[config.mk]
export PLATFORM = sky130hd
export DESIGN_NAME = softstart_ramp
export DESIGN_NICKNAME = d
export VERILOG_FILES = /design/src/rtl/softstart_ramp.sv
export SDC_FILE = /design/constraint.sdc
export NUM_CORES = 1
export LEC_CHECK = 0
export BUFFER_PORTS_ARGS = -buffer_cell sky130_fd_sc_hd__buf_2
export CAP_MARGIN = 15
export CORE_MARGIN = 5
export CORE_UTILIZATION = 49
export DETAILED_ROUTE_END_ITERATION = 16
export GPL_TIMING_DRIVEN = 0
export PLACE_DENSITY_LB_ADDON = 0.3
export SLEW_MARGIN = 20
export SYNTH_ARGS = -nofsm -noshare
export SYNTH_HDL_FRONTEND = slang
export SYNTH_SLANG_ARGS = --single-unit
[constraint.sdc]
create_clock -name clk -period 1.45 [get_ports clk]
set_input_delay 0.29 -clock clk [delete_from_list [all_inputs] [get_ports clk]]
set_output_delay 0.29 -clock clk [all_outputs]
set_load 0.03 [all_outputs]
[src/rtl/softstart_ramp.sv]
module softstart_ramp #(
  parameter int CH          = 2,
  parameter int STEPS       = 64,
  parameter int PRESCALE    = 64,
  parameter int INIT_CYCLES = 4
) (
  input  logic                       clk,
  input  logic                       rst_n,
  input  logic                       start,
  input  logic                       abort,
  input  logic [CH-1:0]              above_ramp,
  output logic [$clog2(STEPS):0]     ref_code,
  output logic                       quarter,
  output logic                       done,
  output logic                       active,
  output logic [CH-1:0]              gate_en
);
  localparam int CW = $clog2(STEPS) + 1;
  localparam int PW = $clog2(PRESCALE);
  localparam int IW = $clog2(INIT_CYCLES + 1);

  typedef enum logic [1:0] {S_IDLE, S_INIT, S_RAMP, S_DONE} st_t;

  st_t           st;
  logic [CW-1:0] code;
  logic [PW-1:0] pre;
  logic [IW-1:0] icnt;
  logic [CH-1:0] rel;

  wire step_tick = (pre == PW'(PRESCALE - 1));

  always_ff @(posedge clk or negedge rst_n) begin
    if (!rst_n) begin
      st   <= S_IDLE;
      code <= '0;
      pre  <= '0;
      icnt <= '0;
      rel  <= '0;
    end else if (abort || start) begin
      st   <= abort ? S_IDLE : S_INIT;
      code <= '0;
      pre  <= '0;
      icnt <= '0;
      rel  <= '0;
    end else begin
      case (st)
        S_INIT: begin
          if (icnt == IW'(INIT_CYCLES - 1)) st <= S_RAMP;
          else icnt <= icnt + 1'b1;
        end
        S_RAMP: begin
          rel <= rel | ~above_ramp;
          if (step_tick) begin
            pre  <= '0;
            code <= code + 1'b1;
            if (code == CW'(STEPS - 1)) st <= S_DONE;
          end else begin
            pre <= pre + 1'b1;
          end
        end
        default: ;
      endcase
    end
  end

  assign ref_code = code;
  assign quarter  = (code >= CW'(STEPS / 4));
  assign done     = (st == S_DONE);
  assign active   = (st != S_IDLE);
  assign gate_en  = rel | {CH{done}};
endmodule

Word level (Yosys, flattened, before mapping)
Cells that the tools add are included.
{ "totals": {"regBits": 20, "input_bits": 6} }
{ "classes": {"n_addsub": 3, "magnitude_cmp": 1, "eq_ne": 10, "muxes": 17, "n_bitwise": 3, "reduce_logical": 9} }
{ "ops": {"columns": ["op", "n"], "rows": [
  ["$mux W7", 3],
  ["$mux W6", 3],
  ["$mux W2", 6],
  ["$mux W3", 3],
  ["$ne A3 B3 Y1 const B", 3],
  ["$reduce_bool A2 Y1", 4],
  ["$add A7 B1 Y7 const B", 1],
  ["$eq A7 B6 Y1 const B", 1],
  ["$ge A7 B5 Y1 const B", 1],
  ["$add A6 B1 Y6 const B", 1],
  ["$eq A6 B6 Y1 const B", 1],
  ["$eq A2 B2 Y1 const B", 2],
  ["$or A2 B2 Y2", 2],
  ["$pmux W2 S2", 1],
  ["$reduce_and A2 Y1", 2],
  ["$reduce_and A4 Y1", 1],
  ["$add A3 B1 Y3 const B", 1],
  ["$eq A3 B2 Y1 const B", 1],
  ["$reduce_bool A3 Y1", 1],
  ["$eq A2 B1 Y1 const B", 1],
  ["$ne A2 B2 Y1 const B", 1],
  ["$not A2 Y2", 1],
  ["$logic_or A1 B1 Y1", 1],
  ["$mux W1", 1]
]} }

Depth between registers and ports, before layout
Gate-level depths: netlist of the first run.
{ "depth": {"depth_word": 5, "depth_mapped": 5, "mapped_depth_nobuf": 5} }

Worst setup path after synthesis of the first run
Ideal clock, no wire load.
{ "synth_timing": {"path_kind": "register to register", "from": "register icnt[0]", "to": "register icnt[1]", "t_arrival_ns": 1.453, "required_ns": 1.318, "setup_slack_ns": -0.134, "path_stages_with_launch": 6, "path_buffers": 0, "synth_period_minus_slack_ns": 1.584, "cell_sequence": "dfrtp_1 > ha_1 > ha_1 > nor3b_1 > mux2i_1 > nor2_1"} }
{ "synth_via": {"elab_chain_len": 4, "elab_cells_between_ends": 7, "classes_between": "add/sub (1); eq/ne (2); mux (3); reduce/logical (1)"} }
{ "synth_rtl": {"columns": ["element", "line", "rtl"], "rows": [
  ["from (decl)", "27", "logic [IW-1:0] icnt;"],
  ["from (signal assigned)", "49", "else icnt <= icnt + 1'b1;"],
  ["$add A3 B1 Y3", "49", null],
  ["$mux W3", "48", "if (icnt == IW'(INIT_CYCLES - 1)) st <= S_RAMP;"],
  ["$mux W3", "46", "case (st)"],
  ["$mux W3", "39", "end else if (abort || start) begin"]
]} }
Several ways; a longest one is shown, not always the timed one. The select of a mux whose other input is x is not followed.
A chain may end at the register's enable or synchronous reset.

Final worst setup path of the first run
{ "layout_timing": {"from": "register st[0]", "to": "output port gate_en[1]"} }
{ "layout_via": {"elab_chain_len": 2} }
{ "layout_rtl": {"columns": ["element", "line", "rtl"], "rows": [
  ["from (decl)", "24", "st_t st;"],
  ["from (signal assigned)", "40", "st <= abort ? S_IDLE : S_INIT;"],
  ["$eq A2 B2 Y1", "68", "assign done = (st == S_DONE);"],
  ["$or A2 B2 Y2", "70", "assign gate_en = rel | {CH{done}};"],
  ["to (decl)", "16", "output logic [CH-1:0] gate_en"]
]} }
No other way between the ends.

==> impl_metrics.json, run 1 <==
{
  "synth_xor_area_frac": 0.0160,
  "p_leak_nw": 0.789,
  "slew_violations": 0,
  "hold_path.class": "primary input to flip-flop",
  "track_usage": 0.192,
  "cts.clk_slew.worst_paths_ps": 110,
  "h-tree-depth": 1,
  "ys_seq_area_frac": 0.457,
  "gr-usage-met3": 0.0339,
  "numClockSinks": 20,
  "gp_routability_congestion": 0.765,
  "die_y_um": 57.3,
  "fin_worst_skew_ps": 6.14,
  "synth_compound_area_frac": 0.142,
  "yosys.area_share.simple": 0.250,
  "worst_setup_path_start_kind": "flip-flop",
  "numCtsBuffers": 3,
  "grt_use_met1": 0.221,
  "tightest_slew_ps": 575,
  "drive_above_1_share": 0.512,
  "wirelength_um": 3320,
  "grt_antenna_before_repair": 0,
  "synth.area.mux_share": 0.0365,
  "required_ps": 1160,
  "coreArea_um2": 2170,
  "port_buffers": 17,
  "grt_pass1_vias": 1023,
  "p_switching_w": 0.000232,
  "syn-cell-area_um2": 1100,
  "combPwrFrac": 0.107,
  "initial_core_util": 0.505,
  "crit_type": "flip-flop to output pin",
  "outcome": "complete, but fails checks",
  "vdd_drop_max_uv": 616,
  "slew_headroom": 0.617,
  "layout.cells.non_filler": 190,
  "die_w_um": 57.3,
  "grt_pass1_wl_um": 4790,
  "synth_cells": 111,
  "intPower_w": 0.000771,
  "fmax_mhz": 626,
  "yosys_warnings": 0,
  "antennaDiodeCount": 0,
  "critPathSlowestCell": "dfrtp_2",
  "clock_path_buffers": 2,
  "grt.overflow.total": 0,
  "initialDrtViolationCount": 57,
  "drt-vias-per-instance": 5.70,
  "wl_per_cell_um": 17.5,
  "seqPwrFrac": 0.567,
  "cp-end-kind": "output pin",
  "critical_path.top_delay_family": "flip-flops",
  "insertion_delay_ps": 300,
  "crit_arrival_ps": 1310,
  "rsz0062_at_grt": "yes",
  "fin_ws_ps": -147,
  "period_share": 1.10,
  "synth_top_family_by_area": "simple AND/OR/NAND/NOR gates",
  "dp_slack_ps": -119,
  "place_inst": 156,
  "busiest_layer": "met2",
  "area_growth_pct": 56.1,
  "fp-row-count": 17,
  "drc_errors": 0,
  "maxCapViolations": 0,
  "firstDrtPassIters": 5,
  "synthAdderAreaFrac": 0.0571,
  "slowest_delay_ps": 470,
  "die_area_um2": 3280,
  "netSwitchingFraction": 0.232,
  "clkPwrFrac": 0.326,
  "path_buf_inv": 1,
  "synthDistinctLibCells": 37,
  "synth_nets": 122,
  "nNetsFinal": 174,
  "violations": "setup timing",
  "met2_usage": 0.328,
  "utilization": 0.788,
  "synth_area_per_cell_um2": 9.87,
  "path_max_fanout": 4,
  "setup_viol": 12,
  "ant_nets": 0,
  "grt_max_degree": 21,
  "hold_viol": 0,
  "synth_seq_cells": 20,
  "ios": 18,
  "dp_hpwl_um": 1610,
  "vias": 1083,
  "clockRootBuffer": "clkbuf_4",
  "cts_tree": "yes",
  "cp_cell_sequence": "and2_4, or2_4, buf_6",
  "fin_crit_ps": 1600,
  "powerDensity_nw_per_um2": 586
}
==> kinds of logic (layout without fill, tap and decap cells) <==
group | after synthesis | in the layout
compound gates | 24 | 24
simple gates | 46 | 46
buf+inv | 10 | 61
fa+ha+maj | 5 | 5
xor+xnor | 2 | 2
mux | 4 | 4
flops | 20 | 20
==> Yosys cell counts (all sizes together) <==
cell / number / area (µm²)
xnor2: 1 / 8.76
ha: 5 / 62.6
o21a: 2 / 15.0
nor3b: 1 / 7.51
or2: 4 / 25.0
nor4: 2 / 18.8
nand2: 5 / 18.8
xor2: 1 / 8.76
and2: 1 / 6.26
nor2: 9 / 33.8
a21oi: 9 / 45.0
a211oi: 1 / 7.51
o2bb2ai: 1 / 8.76
o311a: 1 / 10.0
mux2i: 4 / 40.0
nand4b: 1 / 15.0
a311o: 1 / 10.0
a21boi: 1 / 7.51
o21ai: 3 / 15.0
nand4: 2 / 12.5
nand3: 7 / 40.0
or3: 4 / 25.0
buf: 2 / 16.3
and4b: 1 / 10.0
a31oi: 1 / 6.26
nand3b: 1 / 7.51
dfrtp: 20 / 500
clkbuf: 2 / 7.51
nand2b: 2 / 12.5
o31ai: 4 / 30.0
nor3: 1 / 5.00
inv: 6 / 22.5
and3: 1 / 6.26
or4: 4 / 30.0
==> metal layers <==
metal	vias up	wire [µm]
li1	511	-
met1	531	1310
met2	33	1780
met3	8	137
met4	0	91
met5	-	0
==> worst paths after layout <==
| check | startpoint | to | slack (ps) | cells past startpoint |
|---|---|---|---|---|
| worst max-delay path | st[0] | gate_en[1] | -150 | 3 |
| worst min-delay path | abort | st[0] | 220 | 2 |
| worst max register to register | st[0] | ref_code[2] | -120 | 5 |
| worst min register to register | rel[1] | rel[1] | 520 | 1 |
| max in group asynchronous | rst_n | ref_code[1] | 650 | 2 |
| min in group asynchronous | rst_n | ref_code[6] | 450 | 2 |
==> stage by stage <==
stage | setup TNS [ps] | total power [W] | cell area [µm²] | hold slack (ps)
floorplan | 0 | 0.000608 | 1110 | -5.59
global placement | -409 | 0.000636 | 1230 | 256
detailed placement | -689 | 0.000638 | 1230 | 261
CTS | -598 | 0.000983 | 1550 | 210
global route | -1630 | 0.00106 | 1710 | 209
finish | -878 | 0.00100 | 1710 | 219
==> cells in the final DEF, fill, tap and decap left out, types with 4 or more instances in the layout <==
cell and count:
a21oi_1 6, buf_2 14, buf_4 23, buf_6 11
dfrtp_1 16, dfrtp_2 4, inv_1 6, mux2i_1 4
nand2_1 5, nand3_1 6, nor2_1 8
==> power by group through the flow <==
stage | sequential, W | clock [W] | combinational (W)
after floorplan | 0.000577 | 0 | 0.0000317
after global placement | 0.000578 | 0 | 0.0000580
after detailed placement | 0.000578 | 0 | 0.0000597
after CTS | 0.000566 | 0.000328 | 0.0000890
after global routing | 0.000569 | 0.000370 | 0.000116
final | 0.000569 | 0.000327 | 0.000107
==> worst register-to-register path, stage by stage, from the launching register on <==
cell	delay [ps]
dfrtp_2	470
buf_6	140
nand4b_4	180
buf_6	170
or4_4	410
a21oi_2	140
==> what timing repair did <==
item                                    in CTS  in global routing
hold buffers                                 1                  0
gates resized for setup                     32                 20
endpoints found under the hold margin       20                  0
setup buffers                               17                 12
cloned                                       1                  0
endpoints found under the setup margin      18                 16
pin swaps                                   12                  8
==> state kept, by name, summed over array words and instances (netlist names) <==
signal / cells
pre: 6
ref_code: 7
st: 2
icnt: 3
rel: 2
==> final cells by class <==
class                      count  area (µm²)
multi-input combinational     81         727
sequential                    20         505
fill                         140         459
timing repair buffer          48         365
clock buffer                   4        36.3
tap                           28        35.0
inverter                       6        22.5
buffer                         3        18.8
(Power assumes the default switching activity.)
==> run 2, diff against run 1 <==
--- a/config.mk
+++ b/config.mk
@@ -10,8 +10,8 @@
 export CORE_MARGIN = 5
 export CORE_UTILIZATION = 49
 export DETAILED_ROUTE_END_ITERATION = 16
-export GPL_TIMING_DRIVEN = 0
 export PLACE_DENSITY_LB_ADDON = 0.3
+export RECOVER_POWER = 100
 export SLEW_MARGIN = 20
 export SYNTH_ARGS = -nofsm -noshare
 export SYNTH_HDL_FRONTEND = slang
==> run 2 against run 1 <==
Compared with the run above: register-to-register slack about the same; critical path type unchanged; the run still ends with setup timing left; highest routed layer unchanged; core utilization decreased by 0.52 points; clock power grew 2%.
==> impl_metrics.json, run 2 (synthesis gave the netlist of run 1 again) <==
{
  "outcome": "complete, but fails checks",
  "violations": "setup timing",
  "slew_headroom": 0.659,
  "grt_pass1_vias": 1100,
  "initial_core_util": 0.505,
  "cts.clk_slew.worst_paths_ps": 120,
  "hold_viol": 0,
  "p_leak_nw": 0.804,
  "crit_type": "flip-flop to output pin",
  "fin_worst_skew_ps": 2.36,
  "p_total_w": 0.00101,
  "cts_tree": "yes",
  "dp_slack_ps": -78.8,
  "tightest_slew_ps": 512,
  "powerDensity_nw_per_um2": 592,
  "final_common_cell": "buf_4",
  "crit_arrival_ps": 1360,
  "vdd_drop_max_uv": 762,
  "cp-end-kind": "output pin",
  "clockRootBuffer": "clkbuf_4",
  "hold_path_end": "st[0]",
  "setup_viol": 11,
  "r2r_slack_ps": -130,
  "ant_nets": 0,
  "ios": 18,
  "vias": 1088,
  "grt_antenna_before_repair": 0,
  "fp-row-count": 17,
  "grt_max_degree": 21,
  "insertion_delay_ps": 310,
  "antennaDiodeCount": 0,
  "drc_errors": 0,
  "rsz0062_at_grt": "yes",
  "min_from": "abort",
  "die_y_um": 57.3,
  "gp_routability_congestion": 0.776,
  "largest_reg_flops": 7,
  "fin_ws_ps": -203,
  "h-tree-depth": 1,
  "numClockSinks": 20,
  "die_w_um": 57.3,
  "reg2reg_depth": 7,
  "firstDrtPassIters": 4,
  "worst_setup_path_start_kind": "flip-flop",
  "numCtsBuffers": 3,
  "r2r_end": "icnt[0]",
  "slew_violations": 0,
  "regArea_um2": 505,
  "rr_startpoint": "st[0]",
  "drive_above_1_share": 0.512,
  "track_usage": 0.193,
  "required_ps": 1160,
  "initialDrtViolationCount": 41,
  "hold_depth": 2,
  "grt.overflow.total": 0,
  "final_cell_mix": "buf_4 (25), dfrtp_1 (16), nor2_1 (9)",
  "period_share": 1.14,
  "wl_per_cell_um": 18.2,
  "nNetsFinal": 174,
  "nFillCells": 139,
  "fin_area_um2": 1700,
  "clock_path_buffers": 2,
  "hold_path.class": "primary input to flip-flop",
  "wirelength_um": 3460,
  "fmax_mhz": 605,
  "drt-vias-per-instance": 5.73,
  "dp_hpwl_um": 1860,
  "coreArea_um2": 2170,
  "area_growth_pct": 55.0,
  "fin_crit_ps": 1650,
  "maxCapViolations": 0,
  "path_max_fanout": 3,
  "grt_pass1_wl_um": 4950,
  "port_buffers": 17,
  "die_area_um2": 3280,
  "place_area_um2": 1320,
  "multi_input_area_um2": 753
}
[run 2: where the power goes]
| part | internal, W | leakage [nW] | total [W] | switching [W] |
|---|---|---|---|---|
| registers | 0.000562 | 0.271 | 0.000565 | 0.00000303 |
| logic | 0.0000515 | 0.513 | 0.000106 | 0.0000547 |
| clock network | 0.000153 | 0.0210 | 0.000335 | 0.000181 |
[run 2: worst max path at each step]
| stage | from | end | slack, ps | depth (start not counted) |
|---|---|---|---|---|
| final | st[0] | gate_en[0] | -200 | 4 |
| after global routing | st[0] | gate_en[0] | -230 | 4 |
| after CTS | st[0] | gate_en[0] | -190 | 4 |
| after detailed placement | icnt[0] | icnt[1] | -80 | 5 |
| after global placement | icnt[0] | icnt[1] | -10 | 5 |
| after floorplan | icnt[0] | icnt[1] | 20 | 5 |
[run 2: area by class of cell]
cell class              count  area share
flip-flops and latches     20       0.297
well taps                  28      0.0206
repair buffers             49       0.204
clock buffers               4      0.0214
inverters                   6      0.0133
multi-input cells          83       0.443
[run 2: layer usage]
| layer | wire length, µm | GRT usage |
|---|---|---|
| met3 | 170 | 0.0294 |
| met2 | 1920 | 0.356 |
| met5 | 0 | 0 |
| met1 | 1310 | 0.220 |
| met4 | 66 | 0.0762 |
[run 2: critical path, cell delays in order, from the launching register on]
cell     delay [ps]
dfrtp_1         420
buf_6           120
and2_4          150
or2_4           230
buf_6           140
[run 2: stage by stage]
| step | util | setup TNS [ps] | instances | hold slack, ps |
|---|---|---|---|---|
| floorplan | - | 0 | 111 | -5.59 |
| global placement | 0.608 | -10.7 | 167 | 257 |
| detailed placement | 0.608 | -297 | 167 | 263 |
| CTS | 0.698 | -692 | 179 | 196 |
| global route | 0.783 | -1880 | 190 | 247 |
| finish | 0.783 | -1100 | 190 | 226 |
[run 2: what timing repair did]
item	CTS	global route
hold endpoints to repair	20	0
endpoints found under the setup margin	15	15
setup buffers	7	9
cloned	0	2
hold buffers	1	0
pin swaps	5	9
resized for setup	23	20
